--- src/rtl/twb_pkg.sv ---
package twb_pkg;

    localparam int LINE_SCL  = 0;
    localparam int LINE_SDA  = 1;
    localparam int NUM_LINES = 2;

    typedef logic [NUM_LINES-1:0] lines_t;

    typedef enum logic [1:0] {
        OP_IDLE    = 2'd0,
        OP_RELEASE = 2'd1,
        OP_DRIVE   = 2'd2,
        OP_READ    = 2'd3
    } op_e;

    typedef struct packed {
        op_e  op;
        logic err;
    } dec_t;

    // next latch state for a decoded operation
    function automatic lines_t latch_next(op_e op, lines_t cur, lines_t mask);
        lines_t nxt;
        nxt = cur;
        case (op)
            OP_RELEASE: nxt = cur | mask;
            OP_DRIVE:   nxt = cur & ~mask;
            default:    nxt = cur;
        endcase
        return nxt;
    endfunction

    // an open-drain pad pulls low exactly when its line is not released
    function automatic lines_t pad_enables(lines_t released);
        return ~released;
    endfunction

endpackage

--- src/rtl/twb_decode.sv ---
module twb_decode
    import twb_pkg::*;
#(
    parameter int          ADDR_W  = 12,
    parameter logic [11:0] REL_OFS = 12'h000,
    parameter logic [11:0] DRV_OFS = 12'h004
) (
    input  logic              psel,
    input  logic              penable,
    input  logic              pwrite,
    input  logic [ADDR_W-1:0] paddr,
    output dec_t              dec
);

    logic access;
    logic hit_rel;
    logic hit_drv;

    assign access  = psel & penable;
    assign hit_rel = (paddr == ADDR_W'(REL_OFS));
    assign hit_drv = (paddr == ADDR_W'(DRV_OFS));

    always_comb begin
        dec.op  = OP_IDLE;
        dec.err = 1'b0;
        if (access) begin
            if (pwrite) begin
                if (hit_rel)      dec.op  = OP_RELEASE;
                else if (hit_drv) dec.op  = OP_DRIVE;
                else              dec.err = 1'b1;
            end else begin
                if (hit_rel) dec.op  = OP_READ;
                else         dec.err = 1'b1;
            end
        end
    end

endmodule

--- src/rtl/twb_latch.sv ---
module twb_latch
    import twb_pkg::*;
(
    input  logic   clk,
    input  logic   rst,
    input  op_e    op,
    input  lines_t mask,
    output lines_t lines_q
);

    always_ff @(posedge clk) begin
        if (rst) lines_q <= '0;
        else     lines_q <= latch_next(op, lines_q, mask);
    end

endmodule

--- src/rtl/twb_sync.sv ---
module twb_sync #(
    parameter int   STAGES  = 2,
    parameter logic RST_VAL = 1'b1
) (
    input  logic clk,
    input  logic rst,
    input  logic d,
    output logic q
);

    logic [STAGES-1:0] chain;

    generate
        for (genvar s = 0; s < STAGES; s++) begin : g_stage
            if (s == 0) begin : g_first
                always_ff @(posedge clk) begin
                    if (rst) chain[0] <= RST_VAL;
                    else     chain[0] <= d;
                end
            end else begin : g_next
                always_ff @(posedge clk) begin
                    if (rst) chain[s] <= RST_VAL;
                    else     chain[s] <= chain[s-1];
                end
            end
        end
    endgenerate

    assign q = chain[STAGES-1];

endmodule

--- src/rtl/twb_pad.sv ---
module twb_pad
    import twb_pkg::*;
(
    input  logic   clk,
    input  logic   rst,
    input  lines_t released,
    output lines_t oe,
    output lines_t o
);

    lines_t oe_d;
    assign oe_d = pad_enables(released);

    generate
        for (genvar l = 0; l < NUM_LINES; l++) begin : g_line
            always_ff @(posedge clk) begin
                if (rst) oe[l] <= 1'b1;
                else     oe[l] <= oe_d[l];
            end
            assign o[l] = 1'b0;
        end
    endgenerate

endmodule

--- src/rtl/twowire_bitbang.sv ---
module twowire_bitbang
    import twb_pkg::*;
#(
    parameter int          ADDR_W      = 12,
    parameter int          DATA_W      = 32,
    parameter int          SYNC_STAGES = 2,
    parameter logic [11:0] REL_OFS     = 12'h000,
    parameter logic [11:0] DRV_OFS     = 12'h004
) (
    input  logic              clk,
    input  logic              rst,
    input  logic              psel,
    input  logic              penable,
    input  logic              pwrite,
    input  logic [ADDR_W-1:0] paddr,
    input  logic [DATA_W-1:0] pwdata,
    output logic [DATA_W-1:0] prdata,
    output logic              pready,
    output logic              pslverr,
    output logic              scl_oe,
    output logic              scl_o,
    output logic              sda_oe,
    output logic              sda_o,
    input  logic              sda_i
);

    localparam int UPPER_W = DATA_W - NUM_LINES;

    dec_t   dec;
    lines_t lines_q;
    lines_t pad_oe;
    lines_t pad_o;
    logic   sda_seen;
    logic   unused_wdata_hi;

    assign unused_wdata_hi = ^pwdata[DATA_W-1:NUM_LINES];

    twb_decode #(
        .ADDR_W (ADDR_W),
        .REL_OFS(REL_OFS),
        .DRV_OFS(DRV_OFS)
    ) u_decode (
        .psel   (psel),
        .penable(penable),
        .pwrite (pwrite),
        .paddr  (paddr),
        .dec    (dec)
    );

    twb_latch u_latch (
        .clk    (clk),
        .rst    (rst),
        .op     (dec.op),
        .mask   (pwdata[NUM_LINES-1:0]),
        .lines_q(lines_q)
    );

    twb_sync #(
        .STAGES (SYNC_STAGES),
        .RST_VAL(1'b1)
    ) u_sync (
        .clk(clk),
        .rst(rst),
        .d  (sda_i),
        .q  (sda_seen)
    );

    twb_pad u_pad (
        .clk     (clk),
        .rst     (rst),
        .released(lines_q),
        .oe      (pad_oe),
        .o       (pad_o)
    );

    always_comb begin
        prdata = '0;
        if (dec.op == OP_READ) begin
            prdata[LINE_SCL] = lines_q[LINE_SCL];
            prdata[LINE_SDA] = sda_seen;
        end
    end

    assign pready  = 1'b1;
    assign pslverr = dec.err;
    assign scl_oe  = pad_oe[LINE_SCL];
    assign sda_oe  = pad_oe[LINE_SDA];
    assign scl_o   = pad_o[LINE_SCL];
    assign sda_o   = pad_o[LINE_SDA];

    if (UPPER_W < 1) begin : g_width_bad
        initial $error("DATA_W must exceed the line count");
    end

endmodule

--- config.mk ---
export PLATFORM = sky130hd
export DESIGN_NAME = twowire_bitbang
export DESIGN_NICKNAME = d
export VERILOG_FILES = /design/src/rtl/twb_pkg.sv /design/src/rtl/twb_decode.sv /design/src/rtl/twb_latch.sv /design/src/rtl/twb_sync.sv /design/src/rtl/twb_pad.sv /design/src/rtl/twowire_bitbang.sv
export SDC_FILE = /design/constraint.sdc
export NUM_CORES = 1
export LEC_CHECK = 0
export CAP_MARGIN = 20
export CORE_MARGIN = 2
export CORE_UTILIZATION = 22
export CTS_BUF_LIST = sky130_fd_sc_hd__clkbuf_8
export CTS_CLUSTER_DIAMETER = 30
export CTS_CLUSTER_SIZE = 12
export DETAILED_ROUTE_END_ITERATION = 10
export GPL_TIMING_DRIVEN = 1
export PLACE_DENSITY = 0.89
export SYNTH_ARGS = -nofsm -noshare
export SYNTH_HDL_FRONTEND = slang
export SYNTH_SLANG_ARGS = --single-unit
--- constraint.sdc ---
create_clock -name clk -period 3.12 [get_ports clk]
set_input_delay 0.624 -clock clk [delete_from_list [all_inputs] [get_ports clk]]
set_output_delay 0.624 -clock clk [all_outputs]
set_load 0.02 [all_outputs]
==> results.sh, run 1 <==
export IMPL_ios=88
export IMPL_synth_cell_area_um2=546.8
export IMPL_diodes=0
export IMPL_wl_um=886
export IMPL_start_util_pct=22.69
export IMPL_cts_root_buf="clkbuf_8"
export IMPL_ir_worst_vdd_mv=0.1874
export IMPL_synth_edf_count=0
export IMPL_synthCells=67
export IMPL_synth_top_cell_area_share_pct=45.31
export IMPL_p_per_area_nw_per_um2=330.3
export IMPL_critPathLaunchType="input port"
export IMPL_antenna_found_initial=0
export IMPL_htreeDepth=1
export IMPL_dp_hpwl_um=793.4
export IMPL_grt_pass1_wl_mm=1.214
export IMPL_yosys_warnings=0
export IMPL_setup_viol=0
export IMPL_drc=0
export IMPL_final_area_um2=803.3
export IMPL_critPathBufInv=2
export IMPL_syn2layout_area_growth_pct=46.91
export IMPL_drive_above_1_share_pct=18.18
export IMPL_wl_per_cell_um=6.868
export IMPL_cts_buffers=3
export IMPL_crit_chain="clkdlybuf4s50_1, or4_4, nor4_4, ha_2, and2_1, buf_2"
export IMPL_cap_viol_max_count=0
export IMPL_max_freq_ghz=0.3326
export IMPL_dieArea_um2=2900
export IMPL_place_inst=125
export IMPL_cts_hold_buffers_added=0
export IMPL_grtUsageTotal_pct=6.157
export IMPL_cts_tree="built"
export IMPL_dpl_cell_area_um2=738.2
export IMPL_setup_tns_final_ns=0
export IMPL_drv_slew=0
export IMPL_coreArea_um2=2410
export IMPL_path_class="in2out"
export IMPL_synthTopCellsByCount="33 x buf_4, 6 x dfxtp_1, 3 x nor4_1"
export IMPL_grt_max_degree=7
export IMPL_synth_cell_types=19
export IMPL_firstDrtPassIters=2
export IMPL_finalNonFillerCells=129
export IMPL_cp_slowest_stage_delay_ns=0.57
export IMPL_rows=18
export IMPL_cpLargestDelayFamily="simple AND/OR/NAND/NOR gates"
export IMPL_cp_required_ns=2.50
export IMPL_postRouteAntennaNets=0
export IMPL_outcome="finished clean"
export IMPL_power_leakage_nw=0.3824
export IMPL_synth_seq_cells=6
export IMPL_die_w_um=53.86
export IMPL_period_share_pct=96.36
export IMPL_dr_total_vias=431
export IMPL_synth_most_common_cell="buf_4"
export IMPL_grt_pass1_vias=313
export IMPL_worst_setup_path_end_kind="output port"
export IMPL_clkTransAtPathRegs_ns=0.03
export IMPL_vias_per_cell=3.341
export IMPL_clock_skew_ns=0.001130
export IMPL_yosysTopAreaCell="buf_4"
export IMPL_grt_ovfl_total=0
export IMPL_synth_async_reset_ratio_pct=0
export IMPL_yosys_most_used_dff="dfxtp_1"
export IMPL_ys_top_cells_by_area="buf_4 45%, dfxtp_1 22%, ha_1 4.6%"
export IMPL_hp_class="reg2reg"
export IMPL_fillCellCount=262
export IMPL_hold_viol=0
export IMPL_place_congestion=0.6513
export IMPL_drt_iter0_markers=3
export IMPL_portBuffers=24
export IMPL_crit_arrival_ns=2.38
export IMPL_rsz0062_at_grt="no"
export IMPL_cts_path_max_buffers=2
export IMPL_clkSinkCount=6
export IMPL_syn_avg_cell_area_um2=8.161
export IMPL_clk_latency_ns=0.22
export IMPL_fin_nets=153
export IMPL_seq_area_frac_synth_pct=21.97
export IMPL_period_minus_slack_ns=3.007
export IMPL_critPathMaxFanout=3
export IMPL_fp_dieH_um=53.86
export IMPL_cpMaxStageDelayCell="or4_4"
-- cells in the final DEF (no fill, tap or decap), drive strengths merged --
| master | instances |
|---|---|
| conb | 33 |
| clkdlybuf4s50 | 21 |
| buf | 9 |
| dfxtp | 6 |
| clkbuf | 3 |
| nor4 | 3 |
| nand2 | 2 |
| and2 | 2 |
| or2 | 2 |
| nand2b | 2 |
| nor2b | 2 |
| nor2 | 2 |
| a211oi | 2 |
| or4 | 2 |
| ha | 2 |
| nor3 | 1 |
| xor2 | 1 |
| inv | 1 |
| a21oi | 1 |
| a31oi | 1 |
| dlymetal6s2s | 1 |
-- layout make-up --
cell class	instances	area (um2)	share of cell area [%]
clock buffer	3	41.29	5.140
sequential	6	120.1	14.95
multi-input combinational	58	315.3	39.25
inverter	1	3.754	0.4673
tap	30	37.54	4.673
timing repair buffer	31	285.3	35.51
-- per-layer routing --
layer | up-vias | GRT usage, % | wire, um
li1 | 216 | - | -
met1 | 180 | 6.788 | 328
met2 | 35 | 9.756 | 420
met3 | 0 | 1.667 | 138
met4 | 0 | 5.128 | 0
met5 | - | 0 | 0
-- final timing paths --
path / cells past startpoint / endpoint / from / slack (ns)
worst max-delay path: 6 / prdata[0] / paddr[9] / 0.11
worst min register to register: 1 / u_pad.oe[1] / register / 0.39
worst max register to register: 2 / register / register / 2.42
worst min-delay path: 1 / u_pad.oe[1] / register / 0.39
-- per-stage QoR --
step                      hold WS [ns]  power (mW)  setup slack, ns  utilization, %
final                           0.3907      0.2653           0.1135           33.33
after global routing            0.4055      0.2829          0.04175           33.33
after CTS                       0.3978      0.2686       -0.0002574           33.07
after detailed placement        0.3901      0.1509          -0.4787           30.63
after global placement          0.3781      0.1507          -0.4708           30.63
after floorplan                 0.3700      0.1520           0.5606               -
-- logic make-up after synthesis --
kind of cell             count (synthesis)  share of synthesized area (%)
XOR/XNOR                                 1                          1.602
AND/OR/NAND/NOR                         18                          19.68
adder cells (fa/ha/maj)                  2                          4.576
flip-flops                               6                          21.97
AO/OA/AOI/OAI                            4                          4.805
buffers and inverters                   34                          46.00
other                                    2                          1.374
-- what timing repair did --
action                     CTS  global route
pin swaps                    0             2
cloned                       0             0
buffers inserted             0             1
resized for setup            8             5
setup endpoints to repair    2             3
-- power breakdown --
| part | leakage [nW] | internal (mW) | switching (mW) |
|---|---|---|---|
| clock network | 0.0216 | 0.0826 | 0.0307 |
| registers | 0.0489 | 0.0784 | 0.000193 |
| logic | 0.312 | 0.0279 | 0.0456 |
| total | 0.382 | 0.189 | 0.0764 |
(Power assumes the default switching activity.)
==> run 2: changes to the inputs <==
--- a/config.mk
+++ b/config.mk
@@ -8,7 +8,6 @@
 export CAP_MARGIN = 20
 export CORE_MARGIN = 2
 export CORE_UTILIZATION = 22
-export CTS_BUF_LIST = sky130_fd_sc_hd__clkbuf_8
 export CTS_CLUSTER_DIAMETER = 30
 export CTS_CLUSTER_SIZE = 12
 export DETAILED_ROUTE_END_ITERATION = 10
==> run 2 against run 1 <==
Compared with the run above: highest routed layer unchanged; via count increased by 0.23%; sequential share of layout area increased by 0.36 points; register-to-register slack about the same; die area unchanged; critical path depth unchanged; sequential cell count unchanged; critical path type unchanged; clock skew increased by 0.0030 ns; combinational power about the same; first-iteration DRC count decreased by 100%; clock power decreased by 39%; power decreased by 17%; global-route usage decreased by 0.17 points.
==> results.sh, run 2 (same netlist as run 1, synthesis figures left out) <==
export IMPL_hp_class="reg2reg"
export IMPL_dp_hpwl_um=793.4
export IMPL_fp_dieH_um=53.86
export IMPL_seq_power_share_pct=35.6
export IMPL_drt_iter0_markers=0
export IMPL_grt_pass1_wl_mm=1.200
export IMPL_cp_required_ns=2.50
export IMPL_cap_viol_max_count=0
export IMPL_drv_slew=0
export IMPL_grt_max_degree=7
export IMPL_p_int_mw=0.1494
export IMPL_setup_slack_ns=0.1134
export IMPL_syn2layout_area_growth_pct=43.48
export IMPL_grt_pass1_vias=310
export IMPL_drive_above_1_share_pct=18.18
export IMPL_portBuffers=24
export IMPL_antenna_found_initial=0
export IMPL_ir_worst_vdd_mv=0.1411
export IMPL_cts_root_buf="clkbuf_4"
export IMPL_worst_setup_path_end_kind="output port"
export IMPL_place_congestion=0.6513
export IMPL_place_ws_ns=-0.4787
export IMPL_power_leakage_nw=0.3747
export IMPL_wl_per_cell_um=6.791
export IMPL_period_share_pct=96.37
export IMPL_cts_buffers=3
export IMPL_p_sw_mw=0.07102
export IMPL_swShare_pct=32.23
export IMPL_use_met1_pct=6.788
export IMPL_coreArea_um2=2410
export IMPL_p_per_area_nw_per_um2=280.9
export IMPL_critPathMaxFanout=3
export IMPL_period_minus_slack_ns=3.007
export IMPL_rsz0062_at_grt="no"
export IMPL_wl_um=876
export IMPL_path_class="in2out"
export IMPL_cts_path_max_buffers=2
export IMPL_dieArea_um2=2900
export IMPL_cts_tree="built"
export IMPL_setup_viol=0
export IMPL_p_clk_share_pct=31.1
export IMPL_outcome="finished clean"
export IMPL_final_common_cell="conb_1"
export IMPL_critPathLaunchType="input port"
export IMPL_vias_per_cell=3.349
export IMPL_fin_util_pct=32.55
export IMPL_layout_common_cells="33 x conb_1, 21 x clkdlybuf4s50_1, 7 x buf_4, 6 x dfxtp_1, 3 x clkbuf_4"
export IMPL_postRouteAntennaNets=0
export IMPL_grt_util_met3_pct=0.8333
export IMPL_power_frac_comb_pct=33.3
export IMPL_finalNonFillerCells=129
export IMPL_p_total_mw=0.2204
export IMPL_place_inst=125
export IMPL_hold_viol=0
export IMPL_htreeDepth=1
export IMPL_use_met2_pct=9.756
export IMPL_fin_nets=153
export IMPL_clkTransAtPathRegs_ns=0.04
export IMPL_rows=18
export IMPL_dr_total_vias=432
export IMPL_drc=0
export IMPL_cts_hold_buffers_added=0
export IMPL_crit_arrival_ns=2.38
export IMPL_grt_ovfl_total=0
export IMPL_grtUsageTotal_pct=5.984
export IMPL_ios=88
export IMPL_start_util_pct=22.69
export IMPL_diodes=0
export IMPL_clk_latency_ns=0.24
export IMPL_firstDrtPassIters=1
export IMPL_busiest_layer="met2"
export IMPL_setup_tns_final_ns=0
export IMPL_max_freq_ghz=0.3326
export IMPL_rrSetupSlack_ns=2.42
export IMPL_clock_skew_ns=0.004133
export IMPL_die_w_um=53.86
export IMPL_clkSinkCount=6
[run 2: cell counts in the layout (fill, tap and decap cells not counted)]
No cell type changed its count.
[run 2: worst paths after layout]
| kind | startpoint | end | cells after the start |
|---|---|---|---|
| setup reg to reg | register | register | 2 |
| hold reg to reg | register | u_pad.oe[1] | 1 |
| setup / recovery | paddr[9] | prdata[0] | 6 |
| hold / removal | register | u_pad.oe[1] | 1 |
[run 2: what timing repair did]
action	in CTS	in global routing
gates cloned	0	0
buffers inserted	0	1
pin swaps	0	2
resized for setup	8	5
endpoints found under the hold margin	0	0
endpoints found under the setup margin	2	3
[run 2: routing by layer]
layer / wire length (um) / vias to the layer above
met1: 318 / 181
li1: - / 216
met4: 0 / 0
met5: 0 / -
met2: 420 / 35
met3: 137 / 0
[run 2: power by group through the flow]
stage / combinational [mW] / sequential [mW] / clock [mW]
final: 0.0734 / 0.0784 / 0.0686
after global routing: 0.0793 / 0.0781 / 0.0797
after CTS: 0.0729 / 0.0783 / 0.0736
after detailed placement: 0.0712 / 0.0797 / 0
after global placement: 0.0711 / 0.0797 / 0
after floorplan: 0.0723 / 0.0796 / 0
[run 2: metrics by stage]
step	cell area [um2]	hold slack, ns
finish	784.5	0.3931
global placement	738.2	0.3781
global route	784.5	0.4084
detailed placement	738.2	0.3901
CTS	778.2	0.3998
floorplan	663.1	0.3700
[run 2: area by class of cell]
type                            count  area, um2
Fill cell                         266       1625
Clock buffer                        3      22.52
Tap cell                           30      37.54
Multi-Input combinational cell     58      315.3
Timing Repair Buffer               31      285.3
Inverter                            1      3.754
Sequential cell                     6      120.1
[run 2: critical path, stage by stage]
cell and delay (ns):
clkdlybuf4s50_1 0.39, or4_4 0.57, nor4_4 0.31, ha_2 0.22, and2_1 0.11, buf_2 0.15
==> run 3: changes to the inputs <==
--- a/config.mk
+++ b/config.mk
@@ -5,10 +5,8 @@
 export SDC_FILE = /design/constraint.sdc
 export NUM_CORES = 1
 export LEC_CHECK = 0
-export CAP_MARGIN = 20
 export CORE_MARGIN = 2
 export CORE_UTILIZATION = 22
-export CTS_CLUSTER_DIAMETER = 30
 export CTS_CLUSTER_SIZE = 12
 export DETAILED_ROUTE_END_ITERATION = 10
 export GPL_TIMING_DRIVEN = 1
==> results of run 3 <==
No change in the layout: final DEF, timing and power equal those of run 2.
